$ cat src/rtl/icu_prog_pkg.sv
package icu_prog_pkg;

    // position in the initialization word sequence
    typedef enum logic [1:0] {
        SEQ_IDLE = 2'd0,
        SEQ_VEC  = 2'd1,
        SEQ_CASC = 2'd2,
        SEQ_MODE = 2'd3
    } seq_e;

    // decoded meaning of an address-0 write
    typedef enum logic [3:0] {
        CMD_NOP        = 4'd0,
        CMD_INIT       = 4'd1,
        CMD_RDCTL      = 4'd2,
        CMD_SET_RAEOI  = 4'd3,
        CMD_NS_EOI     = 4'd4,
        CMD_NS_EOI_ROT = 4'd5,
        CMD_SP_EOI     = 4'd6,
        CMD_SP_EOI_ROT = 4'd7,
        CMD_SET_ROT    = 4'd8
    } cmd_e;

endpackage

$ cat src/rtl/icu_cmd_dec.sv
module icu_cmd_dec
    import icu_prog_pkg::*;
#(
    parameter int DATA_W = 8
) (
    input  logic [DATA_W-1:0] word_i,
    output cmd_e              cmd_o
);

    // bit positions are fixed by the command word format
    always_comb begin
        if (word_i[4]) begin
            cmd_o = CMD_INIT;
        end else if (word_i[3]) begin
            cmd_o = CMD_RDCTL;
        end else begin
            case (word_i[7:5])
                3'd0, 3'd4: cmd_o = CMD_SET_RAEOI;
                3'd1:       cmd_o = CMD_NS_EOI;
                3'd5:       cmd_o = CMD_NS_EOI_ROT;
                3'd3:       cmd_o = CMD_SP_EOI;
                3'd7:       cmd_o = CMD_SP_EOI_ROT;
                3'd6:       cmd_o = CMD_SET_ROT;
                default:    cmd_o = CMD_NOP;
            endcase
        end
    end

endmodule

$ cat src/rtl/icu_rot_prio.sv
module icu_rot_prio #(
    parameter int LINE_W = 3,
    localparam int NLINES = 1 << LINE_W
) (
    input  logic [NLINES-1:0] vec_i,
    input  logic [LINE_W-1:0] base_i,
    output logic              found_o,
    output logic [LINE_W-1:0] line_o
);

    logic [LINE_W-1:0] idx;

    // walk from the lowest priority position down so the first hit at or above base wins
    always_comb begin
        found_o = 1'b0;
        line_o  = '0;
        idx     = '0;
        for (int i = NLINES - 1; i >= 0; i--) begin
            idx = base_i + LINE_W'(i);
            if (vec_i[idx]) begin
                found_o = 1'b1;
                line_o  = idx;
            end
        end
    end


    always_comb begin
        found_vs_any_chk: assert (found_o == (|vec_i));
    end

endmodule

$ cat src/rtl/icu_prog_port.sv
module icu_prog_port
    import icu_prog_pkg::*;
#(
    parameter int DATA_W = 8,
    parameter int LINE_W = 3
) (
    input  logic              clk,
    input  logic              rst_n,
    input  logic              wr_i,
    input  logic              rd_i,
    input  logic              a0_i,
    input  logic [DATA_W-1:0] wdata_i,
    input  logic [7:0]        req_i,
    input  logic [7:0]        svc_i,
    input  logic              poll_hit_i,
    input  logic [LINE_W-1:0] poll_line_i,
    output logic [DATA_W-1:0] rdata_o,
    output logic [7:0]        mask_o,
    output logic [DATA_W-1:0] vec_base_o,
    output logic [LINE_W-1:0] rot_base_o,
    output logic              auto_eoi_o,
    output logic              rot_aeoi_o,
    output logic              nested_o,
    output logic              spec_mask_o,
    output logic              init_clr_o,
    output logic              eoi_vld_o,
    output logic [LINE_W-1:0] eoi_line_o,
    output logic              poll_ack_o,
    output logic [LINE_W-1:0] poll_ack_line_o
);

    localparam int NLINES = 1 << LINE_W;
    localparam logic [DATA_W-1:0] NO_POLL = DATA_W'(NLINES - 1);

    typedef struct packed {
        seq_e              seq;
        logic              need4;
        logic [NLINES-1:0] mask;
        logic [DATA_W-1:0] vbase;
        logic [LINE_W-1:0] rot;
        logic              aeoi;
        logic              raeoi;
        logic              nest;
        logic              smm;
        logic              poll;
        logic              rsel_isr;
        logic [DATA_W-1:0] rdata;
        logic              init_clr;
        logic              eoi_vld;
        logic [LINE_W-1:0] eoi_line;
        logic              pack;
        logic [LINE_W-1:0] pline;
    } st_t;

    st_t               st_q;
    st_t               st_d;
    cmd_e              cmd;
    logic              hi_found;
    logic [LINE_W-1:0] hi_line;

    icu_cmd_dec #(.DATA_W(DATA_W)) dec_i (
        .word_i (wdata_i),
        .cmd_o  (cmd)
    );

    icu_rot_prio #(.LINE_W(LINE_W)) prio_i (
        .vec_i   (svc_i[NLINES-1:0]),
        .base_i  (st_q.rot),
        .found_o (hi_found),
        .line_o  (hi_line)
    );

    always_comb begin
        st_d          = st_q;
        st_d.init_clr = 1'b0;
        st_d.eoi_vld  = 1'b0;
        st_d.pack     = 1'b0;

        // read path uses the state before any write in the same cycle
        if (rd_i) begin
            if (st_q.poll) begin
                st_d.poll = 1'b0;
                if (poll_hit_i) begin
                    st_d.rdata = DATA_W'(poll_line_i);
                    st_d.pack  = 1'b1;
                    st_d.pline = poll_line_i;
                end else begin
                    st_d.rdata = NO_POLL;
                end
            end else if (!a0_i) begin
                st_d.rdata = st_q.rsel_isr ? DATA_W'(svc_i) : DATA_W'(req_i);
            end else begin
                st_d.rdata = DATA_W'(st_q.mask);
            end
        end

        if (wr_i && !a0_i) begin
            case (cmd)
                CMD_INIT: begin
                    st_d.seq      = SEQ_VEC;
                    st_d.need4    = wdata_i[0];
                    st_d.mask     = '0;
                    st_d.vbase    = '0;
                    st_d.rot      = '0;
                    st_d.aeoi     = 1'b0;
                    st_d.raeoi    = 1'b0;
                    st_d.nest     = 1'b0;
                    st_d.smm      = 1'b0;
                    st_d.poll     = 1'b0;
                    st_d.rsel_isr = 1'b0;
                    st_d.init_clr = 1'b1;
                end
                CMD_RDCTL: begin
                    if (wdata_i[2]) st_d.poll = 1'b1;
                    if (wdata_i[1]) st_d.rsel_isr = wdata_i[0];
                    if (wdata_i[6]) st_d.smm = wdata_i[5];
                end
                CMD_SET_RAEOI: st_d.raeoi = wdata_i[7];
                CMD_NS_EOI, CMD_NS_EOI_ROT: begin
                    if (hi_found) begin
                        st_d.eoi_vld  = 1'b1;
                        st_d.eoi_line = hi_line;
                        if (cmd == CMD_NS_EOI_ROT) st_d.rot = hi_line + 1'b1;
                    end
                end
                CMD_SP_EOI, CMD_SP_EOI_ROT: begin
                    st_d.eoi_vld  = 1'b1;
                    st_d.eoi_line = wdata_i[LINE_W-1:0];
                    if (cmd == CMD_SP_EOI_ROT) st_d.rot = wdata_i[LINE_W-1:0] + 1'b1;
                end
                CMD_SET_ROT: st_d.rot = wdata_i[LINE_W-1:0] + 1'b1;
                default: ;
            endcase
        end else if (wr_i) begin
            case (st_q.seq)
                SEQ_IDLE: st_d.mask = wdata_i[NLINES-1:0];
                SEQ_VEC: begin
                    st_d.vbase = {wdata_i[DATA_W-1:LINE_W], {LINE_W{1'b0}}};
                    st_d.seq   = SEQ_CASC;
                end
                SEQ_CASC: st_d.seq = st_q.need4 ? SEQ_MODE : SEQ_IDLE;
                SEQ_MODE: begin
                    st_d.nest = wdata_i[4];
                    st_d.aeoi = wdata_i[1];
                    st_d.seq  = SEQ_IDLE;
                end
                default: st_d.seq = SEQ_IDLE;
            endcase
        end
    end

    always_ff @(posedge clk) begin
        if (!rst_n) begin
            st_q <= '0;
        end else begin
            st_q <= st_d;
        end
    end

    assign rdata_o         = st_q.rdata;
    assign mask_o          = st_q.mask;
    assign vec_base_o      = st_q.vbase;
    assign rot_base_o      = st_q.rot;
    assign auto_eoi_o      = st_q.aeoi;
    assign rot_aeoi_o      = st_q.raeoi;
    assign nested_o        = st_q.nest;
    assign spec_mask_o     = st_q.smm;
    assign init_clr_o      = st_q.init_clr;
    assign eoi_vld_o       = st_q.eoi_vld;
    assign eoi_line_o      = st_q.eoi_line;
    assign poll_ack_o      = st_q.pack;
    assign poll_ack_line_o = st_q.pline;


    init_clear_chk: assert property (@(posedge clk) disable iff (!rst_n)
        (wr_i && !a0_i && wdata_i[4]) |=> (init_clr_o && mask_o == '0 && rot_base_o == '0));


    vec_word_chk: assert property (@(posedge clk) disable iff (!rst_n)
        (wr_i && a0_i && st_q.seq == SEQ_VEC) |=>
        (vec_base_o[DATA_W-1:LINE_W] == $past(wdata_i[DATA_W-1:LINE_W]) && vec_base_o[LINE_W-1:0] == '0));


    mask_hold_chk: assert property (@(posedge clk) disable iff (!rst_n)
        !wr_i |=> $stable(mask_o));


    ns_eoi_empty_chk: assert property (@(posedge clk) disable iff (!rst_n)
        (wr_i && !a0_i && cmd == CMD_NS_EOI && svc_i == '0) |=> !eoi_vld_o);


    poll_off_chk: assert property (@(posedge clk) disable iff (!rst_n)
        (rd_i && !wr_i) |=> !st_q.poll);


    poll_ack_src_chk: assert property (@(posedge clk) disable iff (!rst_n)
        poll_ack_o |-> $past(rd_i));

endmodule

$ cat config.mk
export PLATFORM = sky130hd
export DESIGN_NAME = icu_prog_port
export DESIGN_NICKNAME = d
export VERILOG_FILES = /design/src/rtl/icu_prog_pkg.sv /design/src/rtl/icu_cmd_dec.sv /design/src/rtl/icu_rot_prio.sv /design/src/rtl/icu_prog_port.sv
export SDC_FILE = /design/constraint.sdc
export NUM_CORES = 1
export LEC_CHECK = 0
export ABC_CLOCK_PERIOD_IN_PS = 5680
export BUFFER_PORTS_ARGS = -buffer_cell sky130_fd_sc_hd__buf_2
export CAP_MARGIN = 20
export CELL_PAD_IN_SITES_DETAIL_PLACEMENT = 1
export CELL_PAD_IN_SITES_GLOBAL_PLACEMENT = 2
export CORE_MARGIN = 2
export CORE_UTILIZATION = 34
export DETAILED_ROUTE_END_ITERATION = 12
export GPL_ROUTABILITY_DRIVEN = 0
export GPL_TIMING_DRIVEN = 0
export HOLD_SLACK_MARGIN = 0.08
export PLACE_DENSITY_LB_ADDON = 0.1
export SETUP_SLACK_MARGIN = 0.15
export SYNTH_ARGS = -nofsm -noshare
export SYNTH_HDL_FRONTEND = slang
export SYNTH_SLANG_ARGS = --single-unit
$ cat constraint.sdc
create_clock -name clk -period 5.68 [get_ports clk]
set_input_delay 0.284 -clock clk [delete_from_list [all_inputs] [get_ports clk]]
set_output_delay 0.284 -clock clk [all_outputs]
set_load 0.05 [all_outputs]
# [After elaboration in Yosys (flattened, before gate mapping)]
# Index checks and enable logic that the tools add are counted.
[totals] ff_bits=45 latch_bits=0 ramBits=0 romBits=0 output_inout_bits=40 wordCells=156 mem_count=0
[classes] addsub=9 n_mul=0 n_div=0 order_cmp=8 n_eq_ne=23 shift=0 muxes=70 bitwise_logic=0 reduce_logical=29
[ops] op="$mux W8" n=5
[ops] op="$mux W3" n=12
[ops] op="$lt A3 B4 Y1 const B" n=8
[ops] op="$mux W16" n=2
[ops] op="$mux W1" n=28
[ops] op="$reduce_and A3 Y1" n=9
[ops] op="$bmux W1 S3" n=8
[ops] op="$pmux W4 S6" n=1
[ops] op="$mux W19" n=1
[ops] op="$eq A4 B3 Y1 const B" n=4
[ops] op="$mux W4" n=4
[ops] op="$reduce_bool A2 Y1" n=7
[ops] op="$add A3 B3 Y3 const B" n=4
[ops] op="$eq A3 B3 Y1 const B" n=4
[ops] op="$pmux W3 S4" n=1
[ops] op="$ne A2 B2 Y1 const B" n=5
[ops] op="$add A3 B1 Y3 const B" n=3
[ops] op="$eq A4 B2 Y1 const B" n=2
[ops] op="$mux W2" n=4
[ops] op="$pmux W4 S2" n=1
[ops] op="$reduce_bool A4 Y1" n=2
[ops] op="$add A3 B2 Y3 const B" n=2
[ops] op="$pmux W2 S3" n=1
[ops] op="$pmux W3 S2" n=1
[ops] op="other kinds (15)" n=20

# [Depth between registers and ports, before layout]
# Gate-level depths: netlist of the first run.
[depth] depth_word=15 depth_mapped=15 mapped_depth_nobuf=13

# [Cells and area by module]
# A second synthesis of the first run with hierarchy kept.
[hier_totals] cells_unflattened=378 area_unflattened_um2=3139.3
[modules_own_cells] mod="icu_prog_port" n_inst=1 cells_per_inst=273 area_each_um2=2252.2 seq_area_each_um2=840.8
[modules_own_cells] mod="icu_rot_prio" n_inst=1 cells_per_inst=90 area_each_um2=782.0 seq_area_each_um2=0.0
[modules_own_cells] mod="icu_cmd_dec" n_inst=1 cells_per_inst=15 area_each_um2=105.1 seq_area_each_um2=0.0

# [Worst setup path before layout of the first run]
# No wires, ideal clock.
[synth_timing] kind="reg-to-reg" startpoint="reg st_q, in the netlist rot_base_o[0]" endpoint="reg st_q, in the netlist rot_base_o[2]" setup_time_ns=0.087 arrival_ns=3.117 t_required_ns=5.593 setup_slack_ns=2.475 stages_incl_launch_ff=15 n_path_buf=2 synth_period_minus_slack_ns=3.205 cell_sequence="dfxtp_1 -> buf_6 -> inv_1 -> ha_1 -> clkbuf_1 -> mux4_2 -> mux2i_1 -> o311a_1 -> a31oi_1 -> mux2_1 -> a41oi_1 -> a21oi_1 -> ha_1 -> xnor2_1 -> o31ai_1"
[synth_via] elab_chain_len=15
[synth_lines] item="start: declaration" line_no="icu_prog_port.sv:55" text="st_t st_q;"
[synth_lines] item="start signal: assignment" line_no="icu_prog_port.sv:156" text="st_q <= st_d;"
[synth_lines] item="$add A3 B3 Y3" line_no="icu_rot_prio.sv:19" text="idx = base_i + LINE_W'(i);"
[synth_lines] item="$bmux W1 S3" line_no="icu_rot_prio.sv:20" text="if (vec_i[idx]) begin"
[synth_lines] item="$mux W1 (implied by the code)" line_no="icu_rot_prio.sv:20"
[synth_lines] item="$mux W3 (8 in a row)" line_no="icu_rot_prio.sv:20"
[synth_lines] item="$add A3 B1 Y3" line_no="icu_prog_port.sv:123" text="if (cmd == CMD_NS_EOI_ROT) st_d.rot = hi_line + 1'b1;"
[synth_lines] item="$mux W3" line_no="icu_prog_port.sv:123"
[synth_lines] item="$mux W3" line_no="icu_prog_port.sv:120" text="if (hi_found) begin"
[synth_lines] item="$pmux W3 S4" line_no="icu_prog_port.sv:98" text="case (cmd)"
# Several ways; a longest one is shown, not always the timed one. The select of a mux whose other input is x is not followed.
# A chain may end at the register's enable or synchronous reset.

# [Worst setup path in the final report of the first run]
[layout_timing] startpoint="reg st_q, in the netlist rot_base_o[0]" endpoint="reg st_q, in the netlist rot_base_o[1]"
# Same word-level chain as after synthesis.

==> results of run 1 <==
## through the flow
stage                     instance area [um2]  power [mW]  worst slack [ps]  util, %
final                                    3710       0.691              1800     40.7
after global routing                     3710       0.730              1550     40.7
after CTS                                3710       0.700              1840     40.7
after detailed placement                 3620       0.494              1870     39.8
after global placement                   3620       0.492              1880     39.8
after floorplan                          3140       0.440              2480        -
## power by group through the flow
stage / combinational, mW / clock [mW] / sequential (mW)
after global placement: 0.177 / 0 / 0.315
final: 0.180 / 0.203 / 0.308
after global routing: 0.197 / 0.223 / 0.309
after CTS: 0.180 / 0.211 / 0.308
after floorplan: 0.125 / 0 / 0.315
after detailed placement: 0.179 / 0 / 0.315
## Yosys cell counts (2+ instances only)
| master | n | area, um2 |
|---|---|---|
| dfxtp_1 | 42 | 841 |
| a21oi_1 | 39 | 195 |
| nand2_1 | 35 | 131 |
| buf_4 | 34 | 255 |
| nor2_1 | 28 | 105 |
| nand3_1 | 19 | 95.1 |
| clkbuf_1 | 13 | 48.8 |
| mux2i_1 | 11 | 110 |
| nand2b_1 | 11 | 68.8 |
| inv_1 | 10 | 37.5 |
| o21ai_0 | 10 | 50.1 |
| and2_1 | 9 | 56.3 |
| mux4_2 | 9 | 203 |
| mux2_2 | 8 | 90.1 |
| a211oi_1 | 7 | 52.6 |
| ha_1 | 7 | 87.6 |
| nor3_1 | 6 | 30.0 |
| o211ai_1 | 6 | 45.0 |
| o2bb2ai_1 | 5 | 43.8 |
| nand4_1 | 4 | 25.0 |
| o22ai_1 | 4 | 25.0 |
| xnor2_1 | 4 | 35.0 |
| a22oi_1 | 3 | 22.5 |
| buf_2 | 3 | 15.0 |
| o221ai_1 | 3 | 26.3 |
| a221o_1 | 2 | 20.0 |
| a221oi_1 | 2 | 17.5 |
| a31oi_1 | 2 | 12.5 |
| a41oi_1 | 2 | 17.5 |
| buf_6 | 2 | 22.5 |
| mux2i_2 | 2 | 27.5 |
| nor2b_1 | 2 | 12.5 |
| o211a_1 | 2 | 20.0 |
| o21bai_1 | 2 | 15.0 |
| o311a_1 | 2 | 20.0 |
| o31ai_1 | 2 | 15.0 |
## per-layer routing
metal | wire, um | vias up | track usage, %
met3 | 379 | 6 | 2.79
met1 | 4780 | 1482 | 27.6
met5 | 0 | - | 0
met4 | 77 | 0 | 4.64
met2 | 4530 | 64 | 33.5
li1 | - | 1496 | -
## kinds of logic (layout without fill, tap and decap cells)
logic type      after synthesis  count (layout)  share of synthesized area, %
fa+ha+maj                     7               7                          2.79
flops                        42              42                          26.8
buf+inv                      64             140                          12.3
simple gates                125             125                          19.4
mux                          32              32                          14.8
xor+xnor                      4               4                          1.12
other cells                   1               3                         0.120
compound gates              103             103                          22.6
## worst max-delay path, cell delays in order (launching register included)
cell	delay [ps]
dfxtp_1	550
buf_6	220
inv_1	70
ha_1	270
clkbuf_1	390
mux4_2	490
a221oi_1	330
nand4_1	200
a2111oi_4	490
a211oi_2	230
mux2i_4	290
nand2b_1	160
a21oi_2	50
## flip-flops by register name, indices dropped and copies added, names as in the netlist
signal,cells
auto_eoi_o,1
eoi_line_o,3
eoi_vld_o,1
init_clr_o,1
mask_o,8
nested_o,1
poll_ack_line_o,3
poll_ack_o,1
rdata_o,8
rot_aeoi_o,1
rot_base_o,3
spec_mask_o,1
st_q,5
vec_base_o,5
## layout by cell type (no fill, tap or decap), drive strengths merged, types with 2 or more instances in the layout
cell type / n
and2: 9
a211oi: 8
o21bai: 2
o2bb2ai: 5
clkbuf: 18
mux2: 9
clkinv: 3
xnor2: 4
nand3: 20
o221ai: 3
buf: 108
nor2b: 2
a41oi: 2
nand2b: 11
o311a: 2
a21oi: 40
a22oi: 3
o22ai: 4
a31oi: 2
mux4: 9
ha: 7
o31ai: 2
dfxtp: 42
nor3: 6
nand2: 36
o211a: 2
mux2i: 14
inv: 11
a221oi: 2
o211ai: 6
conb: 3
nand4: 4
nor2: 28
o21ai: 10
a221o: 2
## area by class of cell
type	count	area, um2	area share, %
sequential	42	841	22.7
inverter	11	41.3	1.11
clock buffer	5	68.8	1.86
tap	111	139	3.74
buffer	53	345	9.31
clock inverter	3	18.8	0.506
timing repair buffer	68	340	9.18
multi-input combinational	274	1910	51.6
## path summary, 6_finish.rpt
kind                                   start                              end  cells past startpoint
setup / recovery  rot_base_o[0]$_SDFFE_PN0P_       rot_base_o[1]$_SDFFE_PN0P_                     12
hold / removal                poll_line_i[0]  poll_ack_line_o[0]$_SDFFE_PN0P_                      3
setup reg to reg  rot_base_o[0]$_SDFFE_PN0P_       rot_base_o[1]$_SDFFE_PN0P_                     12
hold reg to reg      rdata_o[2]$_SDFFE_PN0P_          rdata_o[2]$_SDFFE_PN0P_                      2
==> run metrics, run 1 <==
Post-synth EDFFs=0; clock skew=15.9 ps; sequential share of power=44.6%; H-tree levels=2; Residual DRC=0; outcome=completed; crit start category=register; Synth async-reset ratio=0%; count of final max-slew check failures=0; Post-CTS Setup Inserts=0; via/cell ratio=5.38; fraction of layout cells with a size suffix above 1=31.1%; Worst-path clk slew=90 ps; Critical Path Fanout Max=10; HP Class=in -> reg; die height=100 um; DR WL/cell=17.2 um; Die Area=10000 um2; critical path class=reg -> reg; vias in the first global route=3066; clock power share=29.4%; row count=35; Hold Vio Cnt, Final=0; Seq/Total Area, Yosys=26.8%; GRT Total Usage=20.1%; Area Overhead vs Synth=18.3%; Slew headroom=44.9%; Iter 0 DRT Violations=101; non-filler instance count after layout=567; overflow left after global routing=0; R2R setup slack=1800 ps; initial core utilization=34.4%; Most used DFF post-synth=dfxtp_1; cts hold-fix bufs=0; # resized after CTS=0; Netlist cell types=62; crit end category=register; Max-cap violations=0; die width=100 um; RSZ-0062 raised after global routing=no; CTS max path bufs=2; fill count=1144; detailed placement HPWL=7620 um; Sink Count=42; placed insts=559; Power Dens Cells=186 nW/um2; Critical Path RT=5830 ps; Syn. warnings=0; Detail Route Antenna Nets=0; Synth Area per Inst=8.29 um2; worst hold-check slack=234 ps; power share of the combinational group=26.0%; Final period util=68.4%; largest net degree at the start of global routing=15; post-layout minimum cycle time=3880 ps; # IOs=73; Core ar.=9110 um2; CTS Buf Count=5; FMAX=0.257 GHz; Slew @ Worst Pin=820 ps; cell count after synthesis=378; #FFs+latches synth=42; Net Switching=0.236 mW; Pre-antenna DRT Iters=4; CTS tree=done; setup total negative slack=0 ps; Mapped Area=3130 um2; Cell Int Power=0.454 mW; first-pass GRT wire length=15900 um; worst endpoint data arrival time=4040 ps; Vias=3048; NumNets Final=495; Peak VDD IR=0.000101 V; Setup violations, final=0; Skew-Pair Late Insertion Delay=300 ps; initial antenna violation count=0; ANT cells=0; Root Buffer=clkbuf_8; Static Leak=1.57 nW; drt total wl=9770 um; IO buf count=68; switching share of power=34.2%
(Power assumes the default switching activity.)
==> run 2: changes to the inputs <==
Settings changed: ABC_CLOCK_PERIOD_IN_PS 5680 to 4050, CORE_UTILIZATION 34 to 32.
Clock period 5.68 ns to 4.05 ns, I/O delays scaled along.
==> run metrics, run 2 (synthesis gave the netlist of run 1 again) <==
HP Class=in -> reg; DR WL/cell=17.0 um; fill count=1227; non-filler instance count after layout=589; Critical Path RT=4260 ps; worst path cell trace=buf_4 -> inv_1 -> ha_1 -> clkbuf_2 -> mux4_2 -> mux2i_1 -> o311a_1 -> a31oi_1 -> mux2_1 -> a41oi_1 -> a21oi_1 -> ha_1 -> xnor2_1 -> o31ai_1; Worst-path clk slew=90 ps; clock skew=9.92 ps; fraction of layout cells with a size suffix above 1=31.6%; die width=103 um; Post-CTS Setup Inserts=0; GRT Total Usage=19.7%; CP max stage cell=mux4_2; initial antenna violation count=0; initial core utilization=32.5%; most frequent cells in the layout=buf_2 (71), dfxtp_1 (41), a21oi_1 (39), nand2_1 (35), buf_4 (34); Final period util=87.5%; IO buf count=68; Total Power=0.974 mW; worst hold-check slack=149 ps; CTS tree=done; max incr delay on CP=430 ps; Residual DRC=0; row count=36; Slew @ Worst Pin=888 ps; FMAX=0.282 GHz; Detail Route Antenna Nets=0; delay-heaviest family, CP=multiplexers; Area Overhead vs Synth=19.6%; Skew-Pair Late Insertion Delay=300 ps; Die Area=10600 um2; Final WS setup=506 ps; Max-cap violations=0; detailed placement HPWL=7740 um; setup total negative slack=0 ps; die height=103 um; Final Util=38.9%; CTS max path bufs=2; first-pass GRT wire length=16200 um; post-layout minimum cycle time=3540 ps; Hold Vio Cnt, Final=0; RSZ-0062 raised after global routing=no; Power Dens Cells=260 nW/um2; critical path class=reg -> reg; area post-placement=3650 um2; largest net degree at the start of global routing=15; Root Buffer=clkbuf_8; ANT cells=0; commonest non-fill, non-tap cell in the layout=buf_2; multi-input logic area=1920 um2; placed insts=581; setup slack after placement=226 ps; vias in the first global route=3064; Peak VDD IR=0.000128 V; Iter 0 DRT Violations=94; Critical Path Fanout Max=10; Buffers & Inverters on Critical Path=3; Setup violations, final=0; count of final max-slew check failures=0; Pre-antenna DRT Iters=4; overflow left after global routing=0; drt total wl=10000 um; CTS Buf Count=5; Vias=3055; Slew headroom=40.4%; Static Leak=1.58 nW; H-tree levels=2; Core ar.=9640 um2; crit start category=register; outcome=completed; worst endpoint data arrival time=3760 ps; Sink Count=42; NumNets Final=495; cts hold-fix bufs=0; via/cell ratio=5.19; # IOs=73; storage element area=842 um2; crit-path most repeated cell=ha_1; # resized after CTS=0; final instance area=3750 um2; crit end category=register
[run 2: cell types whose count changed in the layout (fill, tap and decap cells not counted)]
cell      before  now
dfxtp_1       42   41
dfxtp_2        0    1
clkbuf_2       0    1
mux2i_2        2    1
clkbuf_1      13   12
mux2i_4        1    2
[run 2: worst min-delay path, stage by stage]
cell and delay [ps]:
buf_2 90, mux2i_1 60, nor2_1 70
[run 2: power by group]
group | switching, mW | internal, mW | leakage (nW) | total, mW
clock | 0.166 | 0.122 | 0.0483 | 0.287
sequential | 0.00754 | 0.424 | 0.341 | 0.432
combinational | 0.163 | 0.0919 | 1.19 | 0.255
[run 2: final timing paths]
kind              depth (start not counted)                  startpoint                         endpoint  slack [ps]
setup / recovery                         14  rot_base_o[1]$_SDFFE_PN0P_       rot_base_o[2]$_SDFFE_PN0P_         510
hold / removal                            3              poll_line_i[2]  poll_ack_line_o[2]$_SDFFE_PN0P_         150
setup reg to reg                         14  rot_base_o[1]$_SDFFE_PN0P_       rot_base_o[2]$_SDFFE_PN0P_         510
hold reg to reg                           2     rdata_o[1]$_SDFFE_PN0P_          rdata_o[1]$_SDFFE_PN0P_         470
[run 2: routing by layer]
metal  share of wire, %  GRT usage (%)
met5                  0              0
met4               0.73           3.85
met3                3.1           3.25
met2                 49           34.3
met1                 47           25.9
[run 2: layout make-up]
cell class / count / share of cell area [%]
multi-input cells: 274 / 51.3
inverters: 11 / 1.10
clock buffers: 5 / 1.84
plain buffers: 53 / 9.25
flip-flops and latches: 42 / 22.5
repair buffers: 68 / 9.08
well taps: 133 / 4.44
clock inverters: 3 / 0.501
